$ cat config.mk
export PLATFORM = sky130hd
export DESIGN_NAME = holdup_mode_seq
export DESIGN_NICKNAME = d
export VERILOG_FILES = /design/src/rtl/hold_pkg.sv /design/src/rtl/hold_thr_regs.sv /design/src/rtl/hold_cmp.sv /design/src/rtl/hold_mode_fsm.sv /design/src/rtl/holdup_mode_seq.sv
export SDC_FILE = /design/constraint.sdc
export NUM_CORES = 1
export LEC_CHECK = 0
export CAP_MARGIN = 15
export CORE_MARGIN = 1
export CORE_UTILIZATION = 30
export CTS_CLUSTER_SIZE = 24
export DETAILED_ROUTE_END_ITERATION = 12
export DONT_BUFFER_PORTS = 1
export GPL_TIMING_DRIVEN = 0
export SLEW_MARGIN = 0
export SYNTH_ARGS = -nofsm -noshare
export SYNTH_HDL_FRONTEND = slang
export SYNTH_SLANG_ARGS = --single-unit
$ cat constraint.sdc
create_clock -name clk -period 3.9 [get_ports clk]
set_input_delay 0.78 -clock clk [delete_from_list [all_inputs] [get_ports clk]]
set_output_delay 0.78 -clock clk [all_outputs]
set_load 0.05 [all_outputs]
$ cat src/rtl/hold_pkg.sv
package hold_pkg;

  typedef enum logic [1:0] {
    MODE_OFFL = 2'b00,
    MODE_CHRG = 2'b01,
    MODE_STBY = 2'b10,
    MODE_DISC = 2'b11
  } mode_t;

  localparam int NUM_THR    = 5;
  localparam int THR_BUS_NOM = 0;
  localparam int THR_BUS_MIN = 1;
  localparam int THR_CAP_MAX = 2;
  localparam int THR_CAP_NOM = 3;
  localparam int THR_CAP_MIN = 4;

  typedef struct packed {
    logic bus_ok;     // bus above nominal
    logic bus_sag;    // bus below minimum
    logic cap_full;   // capacitor at or above full level
    logic cap_droop;  // capacitor below recharge level
    logic cap_empty;  // capacitor below empty level
  } cmp_flags_t;

endpackage

$ cat src/rtl/hold_thr_regs.sv
module hold_thr_regs #(
  parameter int W      = 12,
  parameter int NUM    = 5,
  parameter int ADDR_W = 3,
  parameter logic [NUM*W-1:0] RST_VEC = '0
) (
  input  logic              clk,
  input  logic              rst_n,
  input  logic              wr_en,
  input  logic [ADDR_W-1:0] wr_addr,
  input  logic [W-1:0]      wr_data,
  output logic [NUM*W-1:0]  thr_vec
);

  for (genvar g = 0; g < NUM; g++) begin : g_reg
    logic hit;
    assign hit = wr_en && (wr_addr == ADDR_W'(g));

    always_ff @(posedge clk or negedge rst_n) begin
      if (!rst_n) begin
        thr_vec[g*W +: W] <= RST_VEC[g*W +: W];
      end else if (hit) begin
        thr_vec[g*W +: W] <= wr_data;
      end
    end
  end

endmodule

$ cat src/rtl/hold_cmp.sv
module hold_cmp
  import hold_pkg::*;
#(
  parameter int W = 12
) (
  input  logic [W-1:0]         bus_code,
  input  logic [W-1:0]         cap_code,
  input  logic [NUM_THR*W-1:0] thr_vec,
  output cmp_flags_t           flags
);

  logic [W-1:0] t_bus_nom, t_bus_min, t_cap_max, t_cap_nom, t_cap_min;

  assign t_bus_nom = thr_vec[THR_BUS_NOM*W +: W];
  assign t_bus_min = thr_vec[THR_BUS_MIN*W +: W];
  assign t_cap_max = thr_vec[THR_CAP_MAX*W +: W];
  assign t_cap_nom = thr_vec[THR_CAP_NOM*W +: W];
  assign t_cap_min = thr_vec[THR_CAP_MIN*W +: W];

  always_comb begin
    flags.bus_ok    = bus_code >  t_bus_nom;
    flags.bus_sag   = bus_code <  t_bus_min;
    flags.cap_full  = cap_code >= t_cap_max;
    flags.cap_droop = cap_code <  t_cap_nom;
    flags.cap_empty = cap_code <  t_cap_min;
  end

endmodule

$ cat src/rtl/hold_mode_fsm.sv
module hold_mode_fsm
  import hold_pkg::*;
(
  input  logic       clk,
  input  logic       rst_n,
  input  logic       smp_valid,
  input  cmp_flags_t flags,
  output mode_t      mode_q,
  output logic       integ_clr_q
);

  mode_t mode_d;
  logic  leave_disc;

  always_comb begin
    mode_d = mode_q;
    if (smp_valid) begin
      unique case (mode_q)
        MODE_OFFL: if (flags.bus_ok)    mode_d = MODE_CHRG;
        MODE_CHRG: begin
          if (flags.bus_sag)            mode_d = MODE_DISC;
          else if (flags.cap_full)      mode_d = MODE_STBY;
        end
        MODE_STBY: begin
          if (flags.bus_sag)            mode_d = MODE_DISC;
          else if (flags.cap_droop)     mode_d = MODE_CHRG;
        end
        MODE_DISC: if (flags.cap_empty) mode_d = MODE_OFFL;
        default:                        mode_d = MODE_OFFL;
      endcase
    end
  end

  assign leave_disc = (mode_q == MODE_DISC) && (mode_d != MODE_DISC);

  always_ff @(posedge clk or negedge rst_n) begin
    if (!rst_n) begin
      mode_q      <= MODE_OFFL;
      integ_clr_q <= 1'b0;
    end else begin
      if (smp_valid) begin
        mode_q <= mode_d;
      end
      integ_clr_q <= leave_disc;
    end
  end

endmodule

$ cat src/rtl/holdup_mode_seq.sv
module holdup_mode_seq
  import hold_pkg::*;
#(
  parameter int W               = 12,
  parameter int ADDR_W          = 3,
  parameter logic [W-1:0] RST_BUS_NOM = 12'd1120,
  parameter logic [W-1:0] RST_BUS_MIN = 12'd880,
  parameter logic [W-1:0] RST_CAP_MAX = 12'd3120,
  parameter logic [W-1:0] RST_CAP_NOM = 12'd2920,
  parameter logic [W-1:0] RST_CAP_MIN = 12'd480
) (
  input  logic              clk,
  input  logic              rst_n,
  input  logic              cfg_we,
  input  logic [ADDR_W-1:0] cfg_addr,
  input  logic [W-1:0]      cfg_wdata,
  input  logic              smp_valid,
  input  logic [W-1:0]      bus_code,
  input  logic [W-1:0]      cap_code,
  output logic [1:0]        mode_o,
  output logic              chg_en,
  output logic              dis_en,
  output logic              bus_sw_closed,
  output logic              integ_clr
);

  localparam logic [NUM_THR*W-1:0] RST_VEC =
    {RST_CAP_MIN, RST_CAP_NOM, RST_CAP_MAX, RST_BUS_MIN, RST_BUS_NOM};

  logic [NUM_THR*W-1:0] thr_vec;
  cmp_flags_t           flags;
  mode_t                mode_q;

  hold_thr_regs #(
    .W(W), .NUM(NUM_THR), .ADDR_W(ADDR_W), .RST_VEC(RST_VEC)
  ) i_regs (
    .clk(clk), .rst_n(rst_n), .wr_en(cfg_we), .wr_addr(cfg_addr),
    .wr_data(cfg_wdata), .thr_vec(thr_vec)
  );

  hold_cmp #(.W(W)) i_cmp (
    .bus_code(bus_code), .cap_code(cap_code), .thr_vec(thr_vec), .flags(flags)
  );

  hold_mode_fsm i_fsm (
    .clk(clk), .rst_n(rst_n), .smp_valid(smp_valid), .flags(flags),
    .mode_q(mode_q), .integ_clr_q(integ_clr)
  );

  always_comb begin
    mode_o        = mode_q;
    chg_en        = (mode_q == MODE_CHRG);
    dis_en        = (mode_q == MODE_DISC);
    bus_sw_closed = (mode_q != MODE_DISC);
  end

endmodule

# Word level (Yosys, flattened, before mapping)
# Cells that the tools add are included.
# Widths: inputs -> output; s select.
word_totals:
  word_cells: 37
  regBits: 63
  output_inout_bits: 6
  in_bits: 43
op_classes:
  eq_ne: 9
  n_mux: 8
  n_lt_le_gt_ge: 5
  n_reduce_logical: 8
ops:
  columns: ["cell", "n"]
  rows:
  - ["$lt 12x12->1", 3]
  - ["$mux 2", 7]
  - ["$ge 12x12->1", 1]
  - ["$gt 12x12->1", 1]
  - ["$pmux 2 s4", 1]
  - ["$eq 3x2->1 const B", 2]
  - ["$logic_and 1x1->1", 6]
  - ["$eq 2x2->1 const B", 2]
  - ["$ne 2x2->1 const B", 2]
  - ["$eq 3x1->1 const B", 1]
  - ["$eq 3x3->1 const B", 1]
  - ["$logic_not 3->1", 1]
  - ["$eq 2x1->1 const B", 1]
  - ["$logic_not 2->1", 1]

# Depth between registers and ports, before layout
depth:
  depth_word: 7
  mapped_depth: 8
  depth_no_buf: 8

# Hierarchy
# A second synthesis with hierarchy kept.
unflattened:
  cells_unflattened: 344
  hier_area_um2: 3910.0
modules_own_cells:
  columns: ["module", "area_per_inst_um2", "seq_area_each_um2", "cells_each", "instances"]
  rows:
  - ["hold_thr_regs", 2321.0, 1529.0, 130, 1]
  - ["hold_cmp", 1395.1, 0.0, 193, 1]
  - ["hold_mode_fsm", 177.7, 75.1, 18, 1]
  - ["holdup_mode_seq", 16.3, 0.0, 3, 1]

# Worst setup path before layout
# Ideal clock, no wire load.
synth_path:
  path_type: "reg2out"
  start: "register i_fsm.mode_q[0]"
  end: "output dis_en"
  slack_ns: 1.505
  stages_incl_launch_ff: 3
  required_time_ns: 3.120
  arrival_time_ns: 1.615
  n_path_buf: 0
  path_cell_list: "dfrtp_1 > nand2_1 > inv_1"
synth_via:
  elab_chain_len: 1
synth_rtl:
  columns: ["item", "line_no", "rtl"]
  rows:
  - ["start: declaration", "hold_mode_fsm.sv:8", "output mode_t mode_q,"]
  - ["start signal: assignment", "hold_mode_fsm.sv:42", "mode_q <= mode_d;"]
  - ["$eq 2x2->1", "holdup_mode_seq.sv:53", "dis_en = (mode_q == MODE_DISC);"]
  - ["end: declaration", "holdup_mode_seq.sv:22", "output logic dis_en,"]
# Every way passes these cells.

# Worst setup path after layout
layout_path:
  start: "register i_fsm.mode_q[1]"
  end: "output dis_en"
# The elaborated chain is that of the path after synthesis.

==> metrics.cfg <==
[run_status]
status=complete, no violations

[clock_network]
clk_pin_slew_ns=0.06
tritoncts=done
clockRootBuffer=clkbuf_16
clock_latency_ns=0.33
post-cts-setup-buffers=0
cts_sinks=63
post_cts_resized=0
numCtsBuffers=9
cts_hold_buffers=0
h-tree-depth=3
cts_buffer_depth=2

[global_routing]
grt_start_max_net_pins=64
antenna_found_initial=0
grt_pass1_vias=2797
grt_overflow_total=0
grt_usage_pct=14.80
grt_pass1_wl_mm=14.57

[critical_path]
worstSetupEndpointType=primary output
cp_slowest_cell=dfrtp_1
max_stage_delay_ns=0.73
path_cells=nand2_1, inv_1
required_ns=3.12
arrival_ns=2.11
critPathMaxFanout=6
crit_type=flip-flop to primary output
critPathLaunchType=flip-flop

[floorplanning]
die_height_um=114.2
dieArea_mm2=0.01304
rows=40
coreArea_mm2=0.01216
start_util_pct=31.04
die_w_um=114.2
ios=49

[power_and_ir_drop]
p_switching_uw=758.9
swShare_pct=31.99
internal-power_uw=1614
pwr-share-comb_pct=25.4
ir_worst_vdd_mv=0.2042
p_seq_share_pct=39.5
clockPowerShare_pct=35.2
p_per_area_mw_per_mm2=552.4
power.static_leakage_uw=0.001968

[sta]
max_freq_ghz=0.3461
setup_tns_ns=0
rsz0062_at_grt=no
min_period_ns=2.889
clock-skew-final_ns=0.004376
slew_violations=0
hold_violations=0
worst_pin_slew_ns=1.077
setup_viol=0
slew_headroom_pct=27.92
finalCritPeriodShare_pct=74.09

[logic_synthesis]
syn-num-nets=502
synth.top_cells.by_area=dfrtp_1, ha_1, dfstp_2
synthCells=402
avgSynthCellArea_um2=9.390
synth_top_area_cell=dfrtp_1
yosysSeqAreaShare_pct=42.49
yosysUniqueCellTypes=37
synth.yosys.warnings=0
syn_area_mm2=0.003775
synth_top_area_share_pct=27.18
ys_ff_latch=63

[route]
vias=2775
first_pass_iters=4
routed_wl_mm=8.806
vias_per_cell=4.735
drtIter0Drc=129
routedWlPerCell_um=15.03
drc=0
antenna_left=0

[place]
port_buffers=0
gp_routability_congestion=0.7522
hpwl_mm=6.969

[layout]
layout.nets=513
final_cell_mix=nand2_1, inv_1, ha_1, o21ai_0, dfrtp_1
layout_commonest_cell=nand2_1
synthToLayoutAreaGrowth_pct=13.79
fin_util_pct=35.32
drive_gt1_share_pct=14.35
diodes=0

[worst_hold_path]
hp-class=input port to asynchronous set/reset pin

[job]
maxCapViolations=0

-- logic make-up (layout without fill, tap and decap cells) --
group / after synthesis / after routing / synth area share [%]
flip-flops: 63 / 63 / 42.49
multiplexers: 16 / 16 / 4.773
AND/OR/NAND/NOR: 101 / 101 / 11.83
adder cells (fa/ha/maj): 57 / 57 / 18.89
buffers and inverters: 69 / 85 / 6.928
AO/OA/AOI/OAI: 96 / 96 / 15.08
-- worst max-delay path: cells and delay by family, from the launching register on --
kind | cells | cell delay (ns)
flip-flops | 1 | 0.73
AND/OR/NAND/NOR | 1 | 0.51
buffers and inverters | 1 | 0.53
-- power groups by stage --
stage               clock [uW]  combinational (uW)  sequential (uW)
floorplan                    0                 492              927
global route               887                 691              955
detailed placement           0                 604              948
global placement             0                 577              944
CTS                        849                 608              937
finish                     834                 602              936
-- sequential cells by signal, summed over array words and instances (netlist names) --
register and flops:
i_fsm.mode_q 2, i_regs.thr_vec 60, i_fsm.integ_clr_q 1
-- cell type report --
type / instances / area (um^2)
Buffer: 9 / 36.28
Clock buffer: 13 / 270.3
Clock inverter: 3 / 40.04
Fill cell: 1221 / 7866
Inverter: 60 / 225.2
Multi-Input combinational cell: 270 / 1909
Sequential cell: 63 / 1604
Tap cell: 168 / 210.2
-- cells in the mapped netlist --
cell	instances
a21o_1	4
nand2b_4	1
o21ai_1	2
a221o_1	1
nand2_1	63
nor4_1	1
buf_2	2
a211o_1	2
nor3b_1	1
or4_1	1
a2111oi_4	1
dfrtp_1	41
nand4_1	6
a21oi_2	1
o21a_1	1
a211oi_1	2
o21ai_0	54
a211oi_2	1
a31oi_1	1
nand3_1	4
o311ai_0	1
nor2_1	11
o32ai_1	1
nor2b_1	4
and4_1	1
a21oi_1	19
o32a_1	1
o211ai_1	3
a221oi_1	1
ha_1	57
mux2_2	16
nor3_1	6
dfstp_2	22
clkbuf_1	7
nand2b_1	1
inv_1	60
or2_2	1
-- routing by layer --
| metal | global-route usage (%) | vias to the layer above | wire length (um) |
|---|---|---|---|
| met2 | 23.92 | 58 | 4110 |
| met3 | 5.241 | 11 | 627 |
| met4 | 3.463 | 0 | 77 |
| met5 | 0 | - | 0 |
| li1 | - | 1390 | - |
| met1 | 18.94 | 1316 | 3991 |
-- through the flow --
step | hold slack (ns) | power (uW) | instance area [um^2] | worst slack (ns) | std cells
after CTS | 0.1305 | 2394 | 4295 | 0.9982 | 586
after detailed placement | 0.4879 | 1551 | 3985 | 1.318 | 570
after global placement | 0.4850 | 1521 | 3985 | 1.349 | 570
after global routing | 0.1229 | 2532 | 4295 | 0.9166 | 586
after floorplan | 0.4710 | 1418 | 3775 | 1.505 | 402
final | 0.1390 | 2373 | 4295 | 1.011 | 586
-- worst paths after layout --
path                                          from                  to  slack, ns  cells past startpoint
worst max register to register     i_fsm.mode_q[1]     i_fsm.mode_q[0]       1.63                      4
worst min-delay path                         rst_n  i_regs.thr_vec[33]       0.14                      0
worst min register to register  i_regs.thr_vec[36]  i_regs.thr_vec[36]       0.50                      1
min in group clk                i_regs.thr_vec[36]  i_regs.thr_vec[36]       0.50                      1
max in group asynchronous                    rst_n  i_regs.thr_vec[53]       3.56                      0
worst max-delay path               i_fsm.mode_q[1]              dis_en       1.01                      2
No activity file was read; power rests on OpenSTA's default activity.
